--- src/rtl/i2cw_pkg.sv ---
package i2cw_pkg;

    localparam int          BYTE_W   = 8;
    localparam logic [4:0]  FIXED_HI = 5'b01000;

    typedef enum logic [2:0] {
        S_IDLE,
        S_ADDR,
        S_PTR,
        S_DATA,
        S_ACK,
        S_IGNORE
    } state_t;

    // Synchronized line levels and the bus events derived from them
    typedef struct packed {
        logic scl;
        logic sda;
        logic scl_rise;
        logic scl_fall;
        logic start;
        logic stop;
    } bus_ev_t;

    function automatic logic addr_hit(input logic [6:0] a, input logic [1:0] strap);
        return a == {FIXED_HI, strap};
    endfunction

endpackage

--- src/rtl/i2cw_sync.sv ---
module i2cw_sync
    import i2cw_pkg::*;
#(
    parameter int STAGES = 2
) (
    input  logic    clk,
    input  logic    rst,
    input  logic    scl_i,
    input  logic    sda_i,
    output bus_ev_t ev
);

    logic [STAGES-1:0] scl_sh;
    logic [STAGES-1:0] sda_sh;
    logic              scl_d;
    logic              sda_d;

    always_ff @(posedge clk) begin
        if (rst) begin
            scl_sh <= '1;
            sda_sh <= '1;
            scl_d  <= 1'b1;
            sda_d  <= 1'b1;
        end else begin
            scl_sh <= {scl_sh[STAGES-2:0], scl_i};
            sda_sh <= {sda_sh[STAGES-2:0], sda_i};
            scl_d  <= scl_sh[STAGES-1];
            sda_d  <= sda_sh[STAGES-1];
        end
    end

    always_comb begin
        ev.scl      = scl_sh[STAGES-1];
        ev.sda      = sda_sh[STAGES-1];
        ev.scl_rise = ev.scl & ~scl_d;
        ev.scl_fall = ~ev.scl & scl_d;
        ev.start    = ev.scl & scl_d & sda_d & ~ev.sda;
        ev.stop     = ev.scl & scl_d & ~sda_d & ev.sda;
    end

endmodule

--- src/rtl/i2cw_engine.sv ---
module i2cw_engine
    import i2cw_pkg::*;
(
    input  logic              clk,
    input  logic              rst,
    input  bus_ev_t           ev,
    input  logic [1:0]        strap,
    output logic              drv,
    output logic              stb,
    output logic [BYTE_W-1:0] waddr,
    output logic [BYTE_W-1:0] wdata
);

    localparam logic [3:0] FULL = 4'(BYTE_W);

    state_t            state;
    state_t            ret;
    logic [3:0]        cnt;
    logic [BYTE_W-1:0] sh;
    logic [BYTE_W-1:0] ptr;

    always_ff @(posedge clk) begin
        if (rst) begin
            state <= S_IDLE;
            ret   <= S_IDLE;
            cnt   <= '0;
            sh    <= '0;
            ptr   <= '0;
            drv   <= 1'b0;
            stb   <= 1'b0;
            waddr <= '0;
            wdata <= '0;
        end else begin
            stb <= 1'b0;
            if (ev.stop) begin
                state <= S_IDLE;
                drv   <= 1'b0;
            end else if (ev.start) begin
                state <= S_ADDR;
                cnt   <= '0;
                drv   <= 1'b0;
            end else begin
                case (state)
                    S_ADDR, S_PTR, S_DATA: begin
                        if (ev.scl_rise && cnt != FULL) begin
                            sh  <= {sh[BYTE_W-2:0], ev.sda};
                            cnt <= cnt + 4'd1;
                        end else if (ev.scl_fall && cnt == FULL) begin
                            cnt <= '0;
                            case (state)
                                S_ADDR: begin
                                    if (addr_hit(sh[7:1], strap) && !sh[0]) begin
                                        drv   <= 1'b1;
                                        state <= S_ACK;
                                        ret   <= S_PTR;
                                    end else begin
                                        state <= S_IGNORE;
                                    end
                                end
                                S_PTR: begin
                                    ptr   <= sh;
                                    drv   <= 1'b1;
                                    state <= S_ACK;
                                    ret   <= S_DATA;
                                end
                                default: begin
                                    stb   <= 1'b1;
                                    waddr <= ptr;
                                    wdata <= sh;
                                    ptr   <= ptr + 8'd1;
                                    drv   <= 1'b1;
                                    state <= S_ACK;
                                    ret   <= S_DATA;
                                end
                            endcase
                        end
                    end
                    S_ACK: begin
                        if (ev.scl_fall) begin
                            drv   <= 1'b0;
                            state <= ret;
                        end
                    end
                    default: ;
                endcase
            end
        end
    end

    // the pull-down moves only while synchronized SCL is low
    a_r8_drv_scl_low: assert property (@(posedge clk) disable iff (rst)
        (drv != $past(drv)) |-> !ev.scl);

    // a strobe never lasts two cycles
    a_r6_stb_single: assert property (@(posedge clk) disable iff (rst)
        stb |=> !stb);

    // pointer is one past the address just strobed
    a_r7_ptr_step: assert property (@(posedge clk) disable iff (rst)
        stb |-> ptr == waddr + 8'd1);

    // no pull-down while the frame is being ignored
    a_r3_ignore_quiet: assert property (@(posedge clk) disable iff (rst)
        (state == S_IGNORE) |-> !drv && !stb);

    // strobes come only out of the data phase
    a_r5_stb_from_data: assert property (@(posedge clk) disable iff (rst)
        stb |-> $past(state) == S_DATA);

endmodule

--- src/rtl/i2c_wr_target.sv ---
module i2c_wr_target
    import i2cw_pkg::*;
#(
    parameter int SYNC_STAGES = 2
) (
    input  logic       clk,
    input  logic       rst,
    input  logic       scl_i,
    input  logic       sda_i,
    input  logic [1:0] addr_strap,
    output logic       sda_pull,
    output logic       wr_stb,
    output logic [7:0] wr_addr,
    output logic [7:0] wr_data
);

    bus_ev_t ev;

    i2cw_sync #(.STAGES(SYNC_STAGES)) u_sync (
        .clk   (clk),
        .rst   (rst),
        .scl_i (scl_i),
        .sda_i (sda_i),
        .ev    (ev)
    );

    i2cw_engine u_eng (
        .clk   (clk),
        .rst   (rst),
        .ev    (ev),
        .strap (addr_strap),
        .drv   (sda_pull),
        .stb   (wr_stb),
        .waddr (wr_addr),
        .wdata (wr_data)
    );

    // released and quiet in the first cycle after reset
    a_r1_reset_quiet: assert property (@(posedge clk)
        $past(rst) |-> !sda_pull && !wr_stb);

endmodule

--- config.mk ---
export PLATFORM = sky130hd
export DESIGN_NAME = i2c_wr_target
export DESIGN_NICKNAME = d
export VERILOG_FILES = /design/src/rtl/i2cw_pkg.sv /design/src/rtl/i2cw_sync.sv /design/src/rtl/i2cw_engine.sv /design/src/rtl/i2c_wr_target.sv
export SDC_FILE = /design/constraint.sdc
export NUM_CORES = 1
export LEC_CHECK = 0
export BUFFER_PORTS_ARGS = -buffer_cell sky130_fd_sc_hd__buf_2
export CORE_MARGIN = 2
export CORE_UTILIZATION = 35
export DETAILED_ROUTE_END_ITERATION = 6
export GPL_ROUTABILITY_DRIVEN = 0
export GPL_TIMING_DRIVEN = 1
export PLACE_DENSITY = 0.57
export SETUP_SLACK_MARGIN = 0.15
export SLEW_MARGIN = 5
export SYNTH_ARGS = -nofsm -noshare
export SYNTH_HDL_FRONTEND = slang
export SYNTH_SLANG_ARGS = --single-unit
--- constraint.sdc ---
create_clock -name clk -period 1.8 [get_ports clk]
set_clock_uncertainty 0.15 [all_clocks]
set_input_delay 0.09 -clock clk [delete_from_list [all_inputs] [get_ports clk]]
set_output_delay 0.09 -clock clk [all_outputs]
set_load 0.02 [all_outputs]
Word-level counts from Yosys, hierarchy flattened
Cells that the tools add are included.
{"block": "word_totals", "out_inout_bits": 18, "reg_bits": 50, "input_bits": 6, "wordCells": 91}
{"block": "op_classes", "mux": 21, "n_bitwise": 18, "reduce_logical": 21, "eq_ne": 15, "addsub": 2}
{"cell": "AND reduction 6 bit", "n": 3}
{"cell": "two-way mux 4 bit", "n": 4}
{"cell": "one-hot mux 8 bit (2 select lines)", "n": 1}
{"cell": "two-way mux 3 bit", "n": 5}
{"cell": "AND reduction 4 bit", "n": 3}
{"cell": "inverter 1 bit", "n": 11}
{"cell": "two-way mux 1 bit", "n": 9}
{"cell": "inequality test 3 x 2 -> 1 bit, second input constant", "n": 3}
{"cell": "adder 8 x 1 -> 8 bit, second input constant", "n": 1}
{"cell": "AND 1 bit", "n": 7}
{"cell": "== test 7 x 6 -> 1 bit", "n": 1}
{"cell": "== test 3 x 2 -> 1 bit, second input constant", "n": 2}
{"cell": "inequality test 2 x 1 -> 1 bit, second input constant", "n": 3}
{"cell": "one-hot mux 3 bit (2 select lines)", "n": 1}
{"cell": "nonzero test 3 bit", "n": 2}
{"cell": "OR reduction 3 bit", "n": 2}
{"cell": "OR reduction 6 bit", "n": 1}
{"cell": "AND reduction 5 bit", "n": 1}
{"cell": "adder 4 x 1 -> 4 bit, second input constant", "n": 1}
{"cell": "== test 4 bit, second input constant", "n": 1}
{"cell": "inequality test 4 bit, second input constant", "n": 1}
{"cell": "nonzero test 2 bit", "n": 2}
{"cell": "OR reduction 2 bit", "n": 2}
{"cell": "== test 3 x 1 -> 1 bit, second input constant", "n": 1}
{"cell": "other kinds (7)", "n": 9}

Logic depth before layout (Yosys ltp)
{"block": "logic_depth", "word_depth": 8, "mapped_depth": 7, "ltp_nobuf": 6}

Hierarchy
A second synthesis with hierarchy kept.
{"block": "hier_totals", "cells_unflattened": 268, "hier_area_um2": 2316.0}
{"module": "i2cw_engine", "n_inst": 1, "cells_each": 250, "area_per_inst_um2": 2110.8, "seq_area_each_um2": 860.8}
{"module": "i2cw_sync", "n_inst": 1, "cells_each": 18, "area_per_inst_um2": 205.2, "seq_area_each_um2": 120.1}

Worst setup path before layout
Ideal clock, no wire load.
{"block": "synth_timing", "kind": "reg-to-reg", "start": "reg u_eng.cnt[0]", "end": "reg u_eng.ptr[4]", "path_buffers": 0, "required_ns": 1.533, "setup_ns": 0.117, "synth_period_minus_slack_ns": 1.715, "t_arrival_ns": 1.447, "path_stages_with_launch": 7, "path_slack_ns": 0.085, "path_cell_list": "dfxtp_1 inv_1 ha_1 nand3b_4 nor3_2 o21ai_0 a32o_1"}
{"block": "synth_between", "elab_chain_cells": 4, "word_cells_on_any_way": 6, "cone_classes": "eq/ne: 2; bitwise: 1; reduce/logical: 3"}
{"element": "start: declaration", "line": "i2cw_engine.sv:18", "source": "logic [3:0] cnt;"}
{"element": "start signal: assignment", "line": "i2cw_engine.sv:47", "source": "cnt <= cnt + 4'd1;"}
{"element": "inequality test 4 bit", "line": "i2cw_engine.sv:45", "source": "if (ev.scl_rise && cnt != FULL) begin"}
{"element": "logical AND 1 bit", "line": "i2cw_engine.sv:45"}
{"element": "inverter 1 bit (no source line)"}
{"element": "AND reduction 6 bit (no source line) *"}
{"element": "end signal: assignment", "line": "i2cw_engine.sv:61", "source": "ptr <= sh;"}
{"element": "end signal: assignment", "line": "i2cw_engine.sv:70", "source": "ptr <= ptr + 8'd1;"}
{"element": "end: declaration", "line": "i2cw_engine.sv:20", "source": "logic [BYTE_W-1:0] ptr;"}
Every way passes the cells marked *; elsewhere a longest branch is shown, timed or not.
A chain may end at the register's enable or synchronous reset.

Final worst setup path
{"block": "layout_timing", "start": "reg u_eng.sh[0]", "end": "reg u_eng.state[0]"}
{"block": "layout_between", "elab_chain_cells": 8}
{"element": "start: declaration", "line": "i2cw_engine.sv:19", "source": "logic [BYTE_W-1:0] sh;"}
{"element": "start signal: assignment", "line": "i2cw_engine.sv:46", "source": "sh <= {sh[BYTE_W-2:0], ev.sda};"}
{"element": "logical NOT 1 bit", "line": "i2cw_engine.sv:52", "source": "if (addr_hit(sh[7:1], strap) && !sh[0]) begin"}
{"element": "logical AND 1 bit", "line": "i2cw_engine.sv:52"}
{"element": "two-way mux 1 bit", "line": "i2cw_engine.sv:52"}
{"element": "two-way mux 1 bit", "line": "i2cw_engine.sv:50", "source": "case (state)"}
{"element": "two-way mux 3 bit", "line": "i2cw_engine.sv:48", "source": "end else if (ev.scl_fall && cnt == FULL) begin"}
{"element": "two-way mux 3 bit", "line": "i2cw_engine.sv:45"}
{"element": "one-hot mux 3 bit (2 select lines)", "line": "i2cw_engine.sv:43", "source": "case (state)"}
{"element": "two-way mux 1 bit", "line": "i2cw_engine.sv:38", "source": "end else if (ev.start) begin"}
{"element": "end signal: assignment", "line": "i2cw_engine.sv:81", "source": "state <= ret;"}
{"element": "end: declaration", "line": "i2cw_engine.sv:16", "source": "state_t state;"}
No other way between the ends. The select of a mux whose other input is x is not followed.

==> results.json <==
{
  "status": "finished with violations",
  "drt-total-wl_um": 5290,
  "hold_viol": 3,
  "leakage_nw": 1.15,
  "drtIter0Drc": 174,
  "final_area_um2": 2830,
  "dr.max_layer_used": "met4",
  "start_kind": "flip-flop",
  "holdCritPathClass": "input pin to flip-flop",
  "critPathTopFamily": "simple AND/OR/NAND/NOR gates",
  "die_x_um": 83.5,
  "end_kind": "flip-flop",
  "rsz0062_at_grt": "yes",
  "cts.sink_count": 49,
  "portBuffers": 23,
  "die_area_um2": 6970,
  "cts_tree": "yes",
  "cpPeakStageDelay_ns": 0.57,
  "area_growth_pct": 28.1,
  "drc_errors": 0,
  "yosysWarningCount": 0,
  "r2r-end": "u_eng.state[0]$_SDFFE_PP0P_",
  "fillers": 586,
  "first_global_vias": 1749,
  "layout_commonest_cell": "nand2_1",
  "clk_pin_slew_ns": 0.10,
  "setup_tns_ns": 0,
  "cts_max_level": 2,
  "worstSetupPathType": "flip-flop to flip-flop",
  "violations": "negative hold slack",
  "firstDrtPassIters": 4,
  "seqPwrFrac": 0.592,
  "antenna_found_initial": 0,
  "mappedNetlistArea_um2": 2210,
  "final_util": 0.470,
  "grt_max_degree": 31,
  "drive_above_1_share": 0.321,
  "period_needed_ns": 1.68,
  "max_freq_mhz": 595,
  "grt_pass1_wl_um": 8650,
  "finalSetupViolCount": 0,
  "cp_data_arrival_time_ns": 1.73,
  "clk-insertion-delay-late_ns": 0.31,
  "dp_hpwl_um": 3400,
  "numCtsBuffers": 5,
  "slowest_stage": "or4_4",
  "reg2reg_from": "u_eng.sh[0]$_SDFFE_PP0P_",
  "syn_inst": 251,
  "cts_buffer_depth": 2,
  "cp_max_fo": 2,
  "r2r_cells": 4,
  "avgSynthCellArea_um2": 8.81,
  "dpl_cell_area_um2": 2500,
  "wire_per_inst_um": 14.3,
  "clockRootBuffer": "clkbuf_8",
  "cp.required_ns": 1.85,
  "io-pin-count": 24,
  "viasPerCell": 5.22,
  "layout.nets": 304,
  "ys.flop_type": "dfxtp_1",
  "async_reset_ff_frac": 0,
  "num_rows": 28,
  "vias": 1935,
  "cap_violations": 0,
  "whs_ns": -0.00559,
  "seq_area_frac_synth": 0.443,
  "synth-seq-cells": 49,
  "dieHeight_um": 83.5,
  "timing.critical_path.to": "u_eng.state[0]$_SDFFE_PP0P_",
  "synth_edf_count": 0,
  "regToRegSetupSlack_ns": 0.12,
  "synth_nets": 260,
  "crit_start": "u_eng.sh[0]$_SDFFE_PP0P_",
  "fin_crit_sh": 0.933,
  "track_usage": 0.152,
  "n_antenna_cell": 0,
  "wl_met3_um": 260,
  "clock_power_share": 0.367,
  "initial_core_util": 0.367,
  "core_um2": 6030,
  "comb_power_share": 0.040,
  "worst_pin_slew_ns": 0.345,
  "wl_met1_um": 2600,
  "drtAntennaViolNets": 0,
  "relSlewSlack": 0.769,
  "crit_buf_inv": 0,
  "p_per_area_nw_per_um2": 652,
  "final_cell_mix": "42 x nand2_1, 39 x dfxtp_1, 23 x buf_2",
  "power_w": 0.00185,
  "swShare": 0.247,
  "grt-ovfl-total": 0,
  "cp.depth": 4,
  "wl_met2_um": 2360,
  "p_switching_w": 0.000457,
  "critical_path.cell_chain": "or4_4 -> nor4_4 -> nor4_1 -> o211a_1",
  "ys_types": 51,
  "ir_drop_v": 0.000393,
  "maxSlewViolCount": 0,
  "p_int_w": 0.00139
}
## kinds of logic (layout without fill, tap and decap cells)
logic type | after synthesis | count (layout) | share of synthesized area
xor gates and xnor gates | 2 | 2 | 0.00792
AOI/OAI and AO/OA | 55 | 55 | 0.166
DFF | 49 | 49 | 0.443
buffers and inverters | 18 | 63 | 0.0362
adders and majority gates | 3 | 3 | 0.0170
and+or+nand+nor | 113 | 113 | 0.279
muxes | 11 | 11 | 0.0503
## timing repair
action                     CTS  global route
hold buffers                 2             0
buffers inserted             4             7
setup endpoints to repair   20            40
hold endpoints to repair     2             0
resized for setup           13            25
pin swaps                    2             8
gates cloned                 0             1
## sequential cells by signal, indices dropped and copies added (netlist names)
signal / cells
u_sync.scl_d: 1
u_eng.state: 3
u_eng.cnt: 4
u_sync.scl_sh: 2
u_eng.sh: 8
u_eng.drv: 1
u_eng.stb: 1
u_eng.waddr: 8
u_sync.sda_sh: 2
u_eng.ret: 2
u_sync.sda_d: 1
u_eng.wdata: 8
u_eng.ptr: 8
## final cells by class
class | count | area (um^2) | area share
clock inverters | 3 | 21.3 | 0.00751
flip-flops and latches | 49 | 998 | 0.352
well taps | 75 | 93.8 | 0.0331
clock buffers | 5 | 68.8 | 0.0243
multi-input cells | 184 | 1250 | 0.442
repair buffers | 49 | 378 | 0.133
inverters | 6 | 22.5 | 0.00795
## worst min path at each step
| stage | start | slack (ns) | depth (start not counted) | endpoint |
|---|---|---|---|---|
| finish | rst | -0.006 | 2 | u_eng.cnt[2]$_SDFFE_PP0P_ |
| global route | rst | 0.009 | 2 | u_eng.waddr[5]$_SDFFE_PP0P_ |
| CTS | rst | 0.003 | 2 | u_eng.waddr[7]$_SDFFE_PP0P_ |
| detailed placement | sda_i | 0.13 | 2 | u_sync.sda_sh[0]$_SDFF_PP1_ |
| global placement | sda_i | 0.12 | 2 | u_sync.sda_sh[0]$_SDFF_PP1_ |
| floorplan | scl_i | 0.04 | 1 | u_sync.scl_sh[0]$_SDFF_PP1_ |
## power by group through the flow
stage / combinational (W) / sequential [W] / clock (W)
after floorplan: 0.0000477 / 0.00112 / 0
after global placement: 0.0000649 / 0.00112 / 0
after detailed placement: 0.0000653 / 0.00112 / 0
after CTS: 0.0000709 / 0.00110 / 0.000688
after global routing: 0.0000819 / 0.00110 / 0.000743
final: 0.0000748 / 0.00109 / 0.000679
## per-stage QoR
step           std cells  setup WS [ns]  hold WS [ns]
2_1_floorplan        251          0.156        0.0438
3_3_place_gp         349         0.0850         0.122
3_5_place_dp         349       -0.00438         0.125
4_1_cts              363         0.0411       0.00333
5_1_grt              371         0.0681       0.00946
6_report             371          0.120      -0.00559
## per-layer routing
layer	track usage	up-vias
met1	0.215	910
met2	0.229	40
met5	0	-
met4	0.0499	0
li1	-	977
met3	0.0356	8
## cells in the mapped netlist, types with 2 or more instances
library cell | n | area [um^2]
a21oi_1 | 22 | 110
a22o_1 | 4 | 35.0
a32o_1 | 4 | 40.0
and3_1 | 2 | 12.5
buf_2 | 7 | 35.0
clkbuf_1 | 4 | 15.0
dfxtp_1 | 49 | 981
ha_1 | 3 | 37.5
inv_1 | 6 | 22.5
mux2i_1 | 10 | 100
nand2_1 | 42 | 158
nand2b_1 | 5 | 31.3
nand3_1 | 8 | 40.0
nand3b_1 | 3 | 22.5
nand4_1 | 3 | 18.8
nor2_1 | 21 | 78.8
nor2b_1 | 3 | 18.8
nor3_1 | 6 | 30.0
nor3_2 | 2 | 20.0
nor4_1 | 2 | 12.5
nor4_4 | 2 | 42.5
o21a_1 | 2 | 15.0
o21ai_0 | 8 | 40.0
or2_2 | 5 | 31.3
xor2_1 | 2 | 17.5
Note: power is estimated with default switching activity, not from simulation.
